## config.mk

```make
export PLATFORM = sky130hd
export DESIGN_NAME = dma_cmd_engine
export DESIGN_NICKNAME = d
export VERILOG_FILES = /design/src/rtl/dma_cmd_pkg.sv /design/src/rtl/dma_cmd_decode.sv /design/src/rtl/dma_stage_fifo.sv /design/src/rtl/dma_txbuf_track.sv /design/src/rtl/dma_cmd_engine.sv
export SDC_FILE = /design/constraint.sdc
export NUM_CORES = 1
export LEC_CHECK = 0
export BUFFER_PORTS_ARGS = -buffer_cell sky130_fd_sc_hd__buf_4
export CAP_MARGIN = 10
export CORE_MARGIN = 2
export CORE_UTILIZATION = 50
export DETAILED_ROUTE_END_ITERATION = 7
export PLACE_DENSITY = 0.76
export SLEW_MARGIN = 10
export SYNTH_ARGS = -nofsm -noshare
export SYNTH_HDL_FRONTEND = slang
export SYNTH_SLANG_ARGS = --single-unit
```

## constraint.sdc

```tcl
create_clock -name clk -period 3.2 [get_ports clk]
set_input_delay 0 -clock clk [delete_from_list [all_inputs] [get_ports clk]]
set_output_delay 0 -clock clk [all_outputs]
set_load 0.03 [all_outputs]
```

## src/rtl/dma_cmd_pkg.sv

```systemverilog
`timescale 1ns/100ps
package dma_cmd_pkg;
    localparam logic [7:0] CODE_IN       = 8'h00;
    localparam logic [7:0] CODE_OUT      = 8'h01;
    localparam logic [7:0] CODE_VALIDATE = 8'h0E;
    localparam logic [7:0] CODE_CLEAR    = 8'h0F;
    localparam logic [7:0] CODE_RESET    = 8'h11;
    localparam logic [7:0] CODE_STOP     = 8'h13;

    typedef enum logic [2:0] {
        OP_NONE, OP_IN, OP_OUT, OP_VALIDATE, OP_CLEAR, OP_RESET, OP_STOP
    } dma_op_e;
endpackage

```

## src/rtl/dma_cmd_decode.sv

```systemverilog
`timescale 1ns/100ps
module dma_cmd_decode
    import dma_cmd_pkg::*;
(
    input  logic       cmd_valid,
    input  logic [7:0] cmd_code,
    output dma_op_e    op
);
    always_comb begin
        op = OP_NONE;
        if (cmd_valid) begin
            case (cmd_code)
                CODE_IN:       op = OP_IN;
                CODE_OUT:      op = OP_OUT;
                CODE_VALIDATE: op = OP_VALIDATE;
                CODE_CLEAR:    op = OP_CLEAR;
                CODE_RESET:    op = OP_RESET;
                CODE_STOP:     op = OP_STOP;
                default:       op = OP_NONE;
            endcase
        end
    end
endmodule

```

## src/rtl/dma_stage_fifo.sv

```systemverilog
`timescale 1ns/100ps
module dma_stage_fifo #(
    parameter int DEPTH = 8,
    parameter int W     = 8
) (
    input  logic                       clk,
    input  logic                       rst_n,
    input  logic                       flush,
    input  logic                       push,
    input  logic [W-1:0]               din,
    input  logic                       pop,
    output logic [W-1:0]               dout,
    output logic [$clog2(DEPTH+1)-1:0] count
);
    localparam int PW = (DEPTH > 1) ? $clog2(DEPTH) : 1;
    localparam int CW = $clog2(DEPTH + 1);

    typedef struct packed {
        logic [PW-1:0] rd;
        logic [PW-1:0] wr;
        logic [CW-1:0] cnt;
    } ptr_t;

    ptr_t          p_q, p_d;
    logic [W-1:0]  mem [DEPTH];
    logic          do_push, do_pop;

    function automatic logic [PW-1:0] step(input logic [PW-1:0] p);
        return (p == PW'(DEPTH - 1)) ? '0 : p + 1'b1;
    endfunction

    always_comb begin
        do_push = push && (p_q.cnt != CW'(DEPTH));
        do_pop  = pop && (p_q.cnt != '0);
        p_d     = p_q;
        if (do_push) p_d.wr = step(p_q.wr);
        if (do_pop)  p_d.rd = step(p_q.rd);
        case ({do_push, do_pop})
            2'b10:   p_d.cnt = p_q.cnt + 1'b1;
            2'b01:   p_d.cnt = p_q.cnt - 1'b1;
            default: p_d.cnt = p_q.cnt;
        endcase
        if (flush) p_d = '0;
        dout  = mem[p_q.rd];
        count = p_q.cnt;
    end

    always_ff @(posedge clk or negedge rst_n) begin
        if (!rst_n) p_q <= '0;
        else        p_q <= p_d;
    end

    always_ff @(posedge clk) begin
        for (int i = 0; i < DEPTH; i++) begin
            if (do_push && p_q.wr == PW'(i)) mem[i] <= din;
        end
    end
endmodule

```

## src/rtl/dma_txbuf_track.sv

```systemverilog
`timescale 1ns/100ps
module dma_txbuf_track (
    input  logic       clk,
    input  logic       rst_n,
    input  logic       soft_rst,
    input  logic       fill,
    input  logic       empty_one,
    input  logic       sent,
    output logic [1:0] full
);
    typedef struct packed {
        logic [1:0] full;
        logic       head;
        logic       tail;
    } tx_t;

    tx_t  t_q, t_d;

    always_comb begin
        t_d = t_q;
        if (fill && !t_q.full[t_q.tail]) begin
            t_d.full[t_q.tail] = 1'b1;
            t_d.tail           = ~t_q.tail;
        end
        if ((empty_one || sent) && t_q.full[t_q.head]) begin
            t_d.full[t_q.head] = 1'b0;
            t_d.head           = ~t_q.head;
        end
        if (soft_rst) t_d = '0;
        full = t_q.full;
    end

    always_ff @(posedge clk or negedge rst_n) begin
        if (!rst_n) t_q <= '0;
        else        t_q <= t_d;
    end
endmodule

```

## src/rtl/dma_cmd_engine.sv

```systemverilog
`timescale 1ns/100ps
module dma_cmd_engine
    import dma_cmd_pkg::*;
#(
    parameter int CNT_W      = 32,
    parameter int FIFO_DEPTH = 8,
    parameter int DATA_W     = 8
) (
    input  logic              clk,
    input  logic              rst_n,
    input  logic              cmd_valid,
    input  logic [7:0]        cmd_code,
    input  logic              cnt_wr,
    input  logic [CNT_W-1:0]  cnt_wdata,
    input  logic [1:0]        irq_ack,
    output logic              ext_req,
    input  logic              ext_ack,
    input  logic [DATA_W-1:0] ext_din,
    output logic [DATA_W-1:0] ext_dout,
    output logic              buf_wr,
    output logic [DATA_W-1:0] buf_wdata,
    input  logic              buf_ready,
    output logic              buf_rd,
    input  logic [DATA_W-1:0] buf_rdata,
    input  logic              buf_avail,
    output logic              out_release,
    input  logic              tx_sent,
    output logic [1:0]        tx_full,
    output logic [CNT_W-1:0]  remaining,
    output logic              busy,
    output logic              irq_done,
    output logic              irq_stop
);
    localparam int FCW = $clog2(FIFO_DEPTH + 1);

    typedef struct packed {
        logic [CNT_W-1:0] remaining;
        logic             active;
        logic             dir_in;
        logic             stopping;
        logic             irq_done;
        logic             irq_stop;
    } state_t;

    state_t            st_q, st_d;
    dma_op_e           op;
    logic [FCW-1:0]    fifo_cnt;
    logic [DATA_W-1:0] fifo_dout, fifo_din;
    logic              fifo_push, fifo_pop, fifo_flush;
    logic              fifo_empty, fifo_full, staged_short;
    logic              xfer, finish, soft_rst;

    dma_cmd_decode u_dec (
        .cmd_valid (cmd_valid),
        .cmd_code  (cmd_code),
        .op        (op)
    );

    dma_stage_fifo #(.DEPTH(FIFO_DEPTH), .W(DATA_W)) u_fifo (
        .clk   (clk),
        .rst_n (rst_n),
        .flush (fifo_flush),
        .push  (fifo_push),
        .din   (fifo_din),
        .pop   (fifo_pop),
        .dout  (fifo_dout),
        .count (fifo_cnt)
    );

    dma_txbuf_track u_tx (
        .clk       (clk),
        .rst_n     (rst_n),
        .soft_rst  (soft_rst),
        .fill      (op == OP_VALIDATE),
        .empty_one (op == OP_CLEAR),
        .sent      (tx_sent),
        .full      (tx_full)
    );

    always_comb begin
        soft_rst     = (op == OP_RESET);
        fifo_empty   = (fifo_cnt == '0);
        fifo_full    = (fifo_cnt == FCW'(FIFO_DEPTH));
        staged_short = st_q.remaining > CNT_W'(fifo_cnt);

        ext_req = st_q.active && !st_q.stopping && (st_q.remaining != '0) &&
                  (st_q.dir_in ? !fifo_full : !fifo_empty);
        xfer    = ext_req && ext_ack;
        buf_rd  = st_q.active && !st_q.stopping && !st_q.dir_in &&
                  buf_avail && !fifo_full && staged_short;
        buf_wr  = st_q.active && st_q.dir_in && !fifo_empty && buf_ready;

        buf_wdata = fifo_dout;
        ext_dout  = fifo_dout;
        fifo_push = st_q.dir_in ? xfer    : buf_rd;
        fifo_din  = st_q.dir_in ? ext_din : buf_rdata;
        fifo_pop  = st_q.dir_in ? buf_wr  : xfer;

        finish      = st_q.active && !st_q.stopping &&
                      (st_q.remaining == '0) && fifo_empty;
        out_release = finish && !st_q.dir_in;

        st_d       = st_q;
        fifo_flush = soft_rst;
        st_d.irq_done = st_q.irq_done & ~irq_ack[0];
        st_d.irq_stop = st_q.irq_stop & ~irq_ack[1];
        if (xfer) st_d.remaining = st_q.remaining - 1'b1;

        if (finish) begin
            st_d.active   = 1'b0;
            st_d.irq_done = 1'b1;
        end else if (st_q.stopping) begin
            if (fifo_empty) begin
                st_d.active   = 1'b0;
                st_d.stopping = 1'b0;
                st_d.irq_stop = 1'b1;
            end
        end else if (op == OP_STOP && st_q.active) begin
            if (st_q.dir_in) begin
                st_d.stopping = 1'b1;
            end else begin
                st_d.active   = 1'b0;
                st_d.irq_stop = 1'b1;
                fifo_flush    = 1'b1;
            end
        end

        if (!st_q.active) begin
            if (cnt_wr) st_d.remaining = cnt_wdata;
            if (op == OP_IN || op == OP_OUT) begin
                st_d.active = 1'b1;
                st_d.dir_in = (op == OP_IN);
            end
        end

        if (soft_rst) st_d = '0;

        remaining = st_q.remaining;
        busy      = st_q.active;
        irq_done  = st_q.irq_done;
        irq_stop  = st_q.irq_stop;
    end

    always_ff @(posedge clk or negedge rst_n) begin
        if (!rst_n) st_q <= '0;
        else        st_q <= st_d;
    end
endmodule

```

==> impl_metrics.yaml <==
detailed_routing:
  dr.pass1.iters: 6
  wirelength_um: 15200
  avgRoutedWirePerCell_um: 18.1
  vias: 4594
  drt.antenna.violating_nets: 0
  drc_errors: 0
  viasPerCell: 5.48
  drt_iter0_drc: 316
min_path:
  min_to: "u_fifo.mem[6][0]$_DFFE_PP_"
  hold-path-cell-count: 2
  holdCritStartpoint: "buf_rdata[0]"
  hold_path_class: "input port to flip-flop"
synth:
  yosysTopAreaCell: "edfxtp_1"
  synth_top_cell_area_share: 0.310
  synth_seq_cells: 115
  synth.distinct_cells: 60
  synthCells: 523
  synth_area_leaders: "edfxtp_1 31%, dfrtp_1 21%, mux4_2 5.8%, buf_4 5.2%, ha_1 3.0%"
  syn_avg_cell_area_um2: 11.9
  yosys_warnings: 0
  seq_area_frac_synth: 0.515
  syn_area_um2: 6210
  synth_edf_count: 64
  async_flop_share: 0.443
  ys.flop_type: "edfxtp_1"
  syn_nets: 605
power:
  ir_worst_vdd_mv: 0.501
  powerDensity_nw_per_um2: 664
  leakagePower_uw: 0.00314
grt:
  grt_pass1_wl_um: 24200
  overflow: 0
  grt_pass1_vias: 4862
  grt_antenna_before_repair: 0
  grt_usage: 0.240
  grt_max_degree: 60
finish:
  final_cells: 839
  final_util: 0.667
  nets: 740
  synthToLayoutAreaGrowth_pct: 29.6
  stdcell_area_um2: 8050
  drive_above_1_share: 0.323
  antenna_cells: 0
setup_path:
  crit_path_frequent_cell: "a21o_1"
  critPathBufInv: 0
  r2r_end: "u_fifo.count[3]$_DFFE_PN0P_"
  crit_path_top_delay_cell: "nor4b_1"
  worstSetupPathDepth: 11
  startpoint_type: "flip-flop"
  cpPeakStageDelay_ps: 680
  crit_type: "flip-flop to flip-flop"
  worstPathArrival_ps: 3290
  crit_family: "simple AND/OR/NAND/NOR gates"
  critPathCaptureType: "flip-flop"
  r2r_cells: 11
  reg2reg_from: "u_fifo.count[0]$_DFFE_PN0P_"
  rrSetupSlack_ps: 190
  cp.required_ps: 3480
  crit_chain: "nor4b_1, or4_1, o221ai_2, nor2_2, ha_1, a21o_1, a21o_1, o21a_1, mux2i_1, xnor2_1, nor2_1"
  cp_max_fo: 7
flow_run:
  drv_cap: 0
floorplan:
  chipHeight_um: 115
  fp-row-count: 40
  core_um2: 12100
  die-area_um2: 13300
  io_pins: 123
  dieWidth_um: 115
  start_util: 0.515
cts:
  clk_path_buf_depth: 2
  cts_root_buf: "clkbuf_16"
  cts_tree: "yes"
  cts_buffers: 17
  cts_num_sinks: 115
  clk_pin_slew_ps: 50
  clock_latency_ps: 410
  htree_levels: 4
sta:
  relSlewSlack: 0.267
  min_period_ps: 3010
  post-route-period-util: 0.941
  worstMarginPinSlew_ps: 1100
  fin_tns_setup_ps: 0
  finClkSkew_ps: 6.42
  drv_slew: 0
  hold_viol_final: 0
  max_freq_mhz: 332
  setup_viol: 0
outcome:
  status: "finished clean"
placed_design:
  place_inst: 760
  io_buffers: 122
  hpwl_um: 10100
  postPlaceCellArea_um2: 7010
  place.gp.congestion: 0.928
[cell usage after synthesis, types with 2 or more instances]
cell type	n
o21ai_0	30
o2111ai_1	2
nor4_4	5
dfrtp_1	51
nor4_1	6
and2_1	3
or4_1	2
nor4_2	2
buf_1	3
mux2_2	16
edfxtp_1	64
inv_1	13
nand3b_1	2
nand3_1	7
nor2_1	46
mux4_2	16
nor3_1	13
a211oi_2	2
nor4b_1	2
buf_2	3
o21a_1	3
xor2_1	15
clkbuf_1	12
nand2_1	24
nor3_2	2
mux2i_1	4
a21o_1	3
a31oi_1	5
ha_1	15
xnor2_1	17
a211oi_1	7
nand2b_1	10
buf_4	43
a21oi_1	36
and3_1	7
or3_1	4
nor2b_1	5
[where the power goes]
part | total [uW] | switching (uW) | internal [uW] | leakage (uW)
registers | 2000 | 282 | 1720 | 0.00117
logic | 1620 | 853 | 767 | 0.00171
clock network | 1730 | 669 | 1060 | 0.000257
[metrics by stage]
step	total power, uW	hold WS, ps	setup WS (ps)
after detailed placement	3580	78.6	88.1
after CTS	5370	1.34	74.5
final	5350	12.0	189
after global placement	3510	73.5	255
after floorplan	3180	-296	91.5
after global routing	5600	9.15	-130
[worst reg2reg max path: cells and delay by family (launching register included)]
family,cells,cell delay [ps]
AND/OR/NAND/NOR,4,1190
XOR/XNOR,1,140
flip-flops,1,490
AO/OA/AOI/OAI,4,610
adder cells (fa/ha/maj),1,260
multiplexers,1,180
[registers in the layout, summed over array words and instances (netlist names)]
signal	flops
u_fifo.mem	64
remaining	32
u_fifo.p_q	6
u_fifo.count	4
st_q	2
u_tx.full	2
u_tx.t_q	2
busy	1
irq_done	1
irq_stop	1
[repair_timing]
| item | CTS | global route |
|---|---|---|
| endpoints found under the setup margin | 0 | 1 |
| hold buffers | 45 | 0 |
| hold endpoints to repair | 112 | 0 |
| gates resized for setup | 0 | 6 |
| buffers inserted | 0 | 2 |
[worst max path at each step]
stage	slack, ps	from	end
detailed placement	90	remaining[0]$_DFF_PN0_	u_fifo.count[3]$_DFFE_PN0P_
floorplan	90	busy$_DFF_PN0_	u_fifo.count[3]$_DFFE_PN0P_
global route	-130	u_fifo.count[0]$_DFFE_PN0P_	u_fifo.count[3]$_DFFE_PN0P_
global placement	250	remaining[0]$_DFF_PN0_	u_fifo.count[3]$_DFFE_PN0P_
CTS	70	remaining[0]$_DFF_PN0_	u_fifo.count[3]$_DFFE_PN0P_
finish	190	u_fifo.count[0]$_DFFE_PN0P_	u_fifo.count[3]$_DFFE_PN0P_
[cells in the final DEF, fill, tap and decap left out, types with 3 or more instances in the layout]
master and n:
edfxtp_1 64, and2_1 3, dlygate4sd3_1 45, buf_4 132, nor4_1 6, o21ai_0 30, a211oi_1 7, xnor2_1 17
clkinv_2 4, mux2_2 16, inv_1 13, o21a_1 3, dfrtp_1 51, and3_1 7, a21oi_1 36, nor4_4 7
ha_1 15, xor2_1 15, a31oi_1 4, nor2_1 44, mux2i_1 4, nor2b_1 5, nand2_1 23, or3_1 4
nand3_1 7, a21o_1 3, nor3_1 13, nand2b_1 9, clkinvlp_4 4, mux4_2 16, clkbuf_16 17
[logic make-up after synthesis]
kind of cell,share of synthesized area
flops,0.515
fa+ha+maj,0.0335
buf+inv,0.0713
mux,0.0935
xor+xnor,0.0478
simple gates,0.143
compound gates,0.0957
[layout make-up]
type / instances / area (um^2)
Clock inverter: 14 / 114
Inverter: 13 / 48.8
Sequential cell: 115 / 3200
Clock buffer: 18 / 429
Fill cell: 867 / 4010
Timing Repair Buffer: 177 / 1440
Multi-Input combinational cell: 334 / 2610
Tap cell: 168 / 210
[layer usage]
metal  track usage  vias up  routed length [um]
met4        0.0651        0                 229
met3        0.0821       24                1010
met5             0        -                   0
met1         0.269     2262                5920
li1              -     2150                   -
met2         0.434      158                8040
Note: power is estimated with default switching activity, not from simulation.
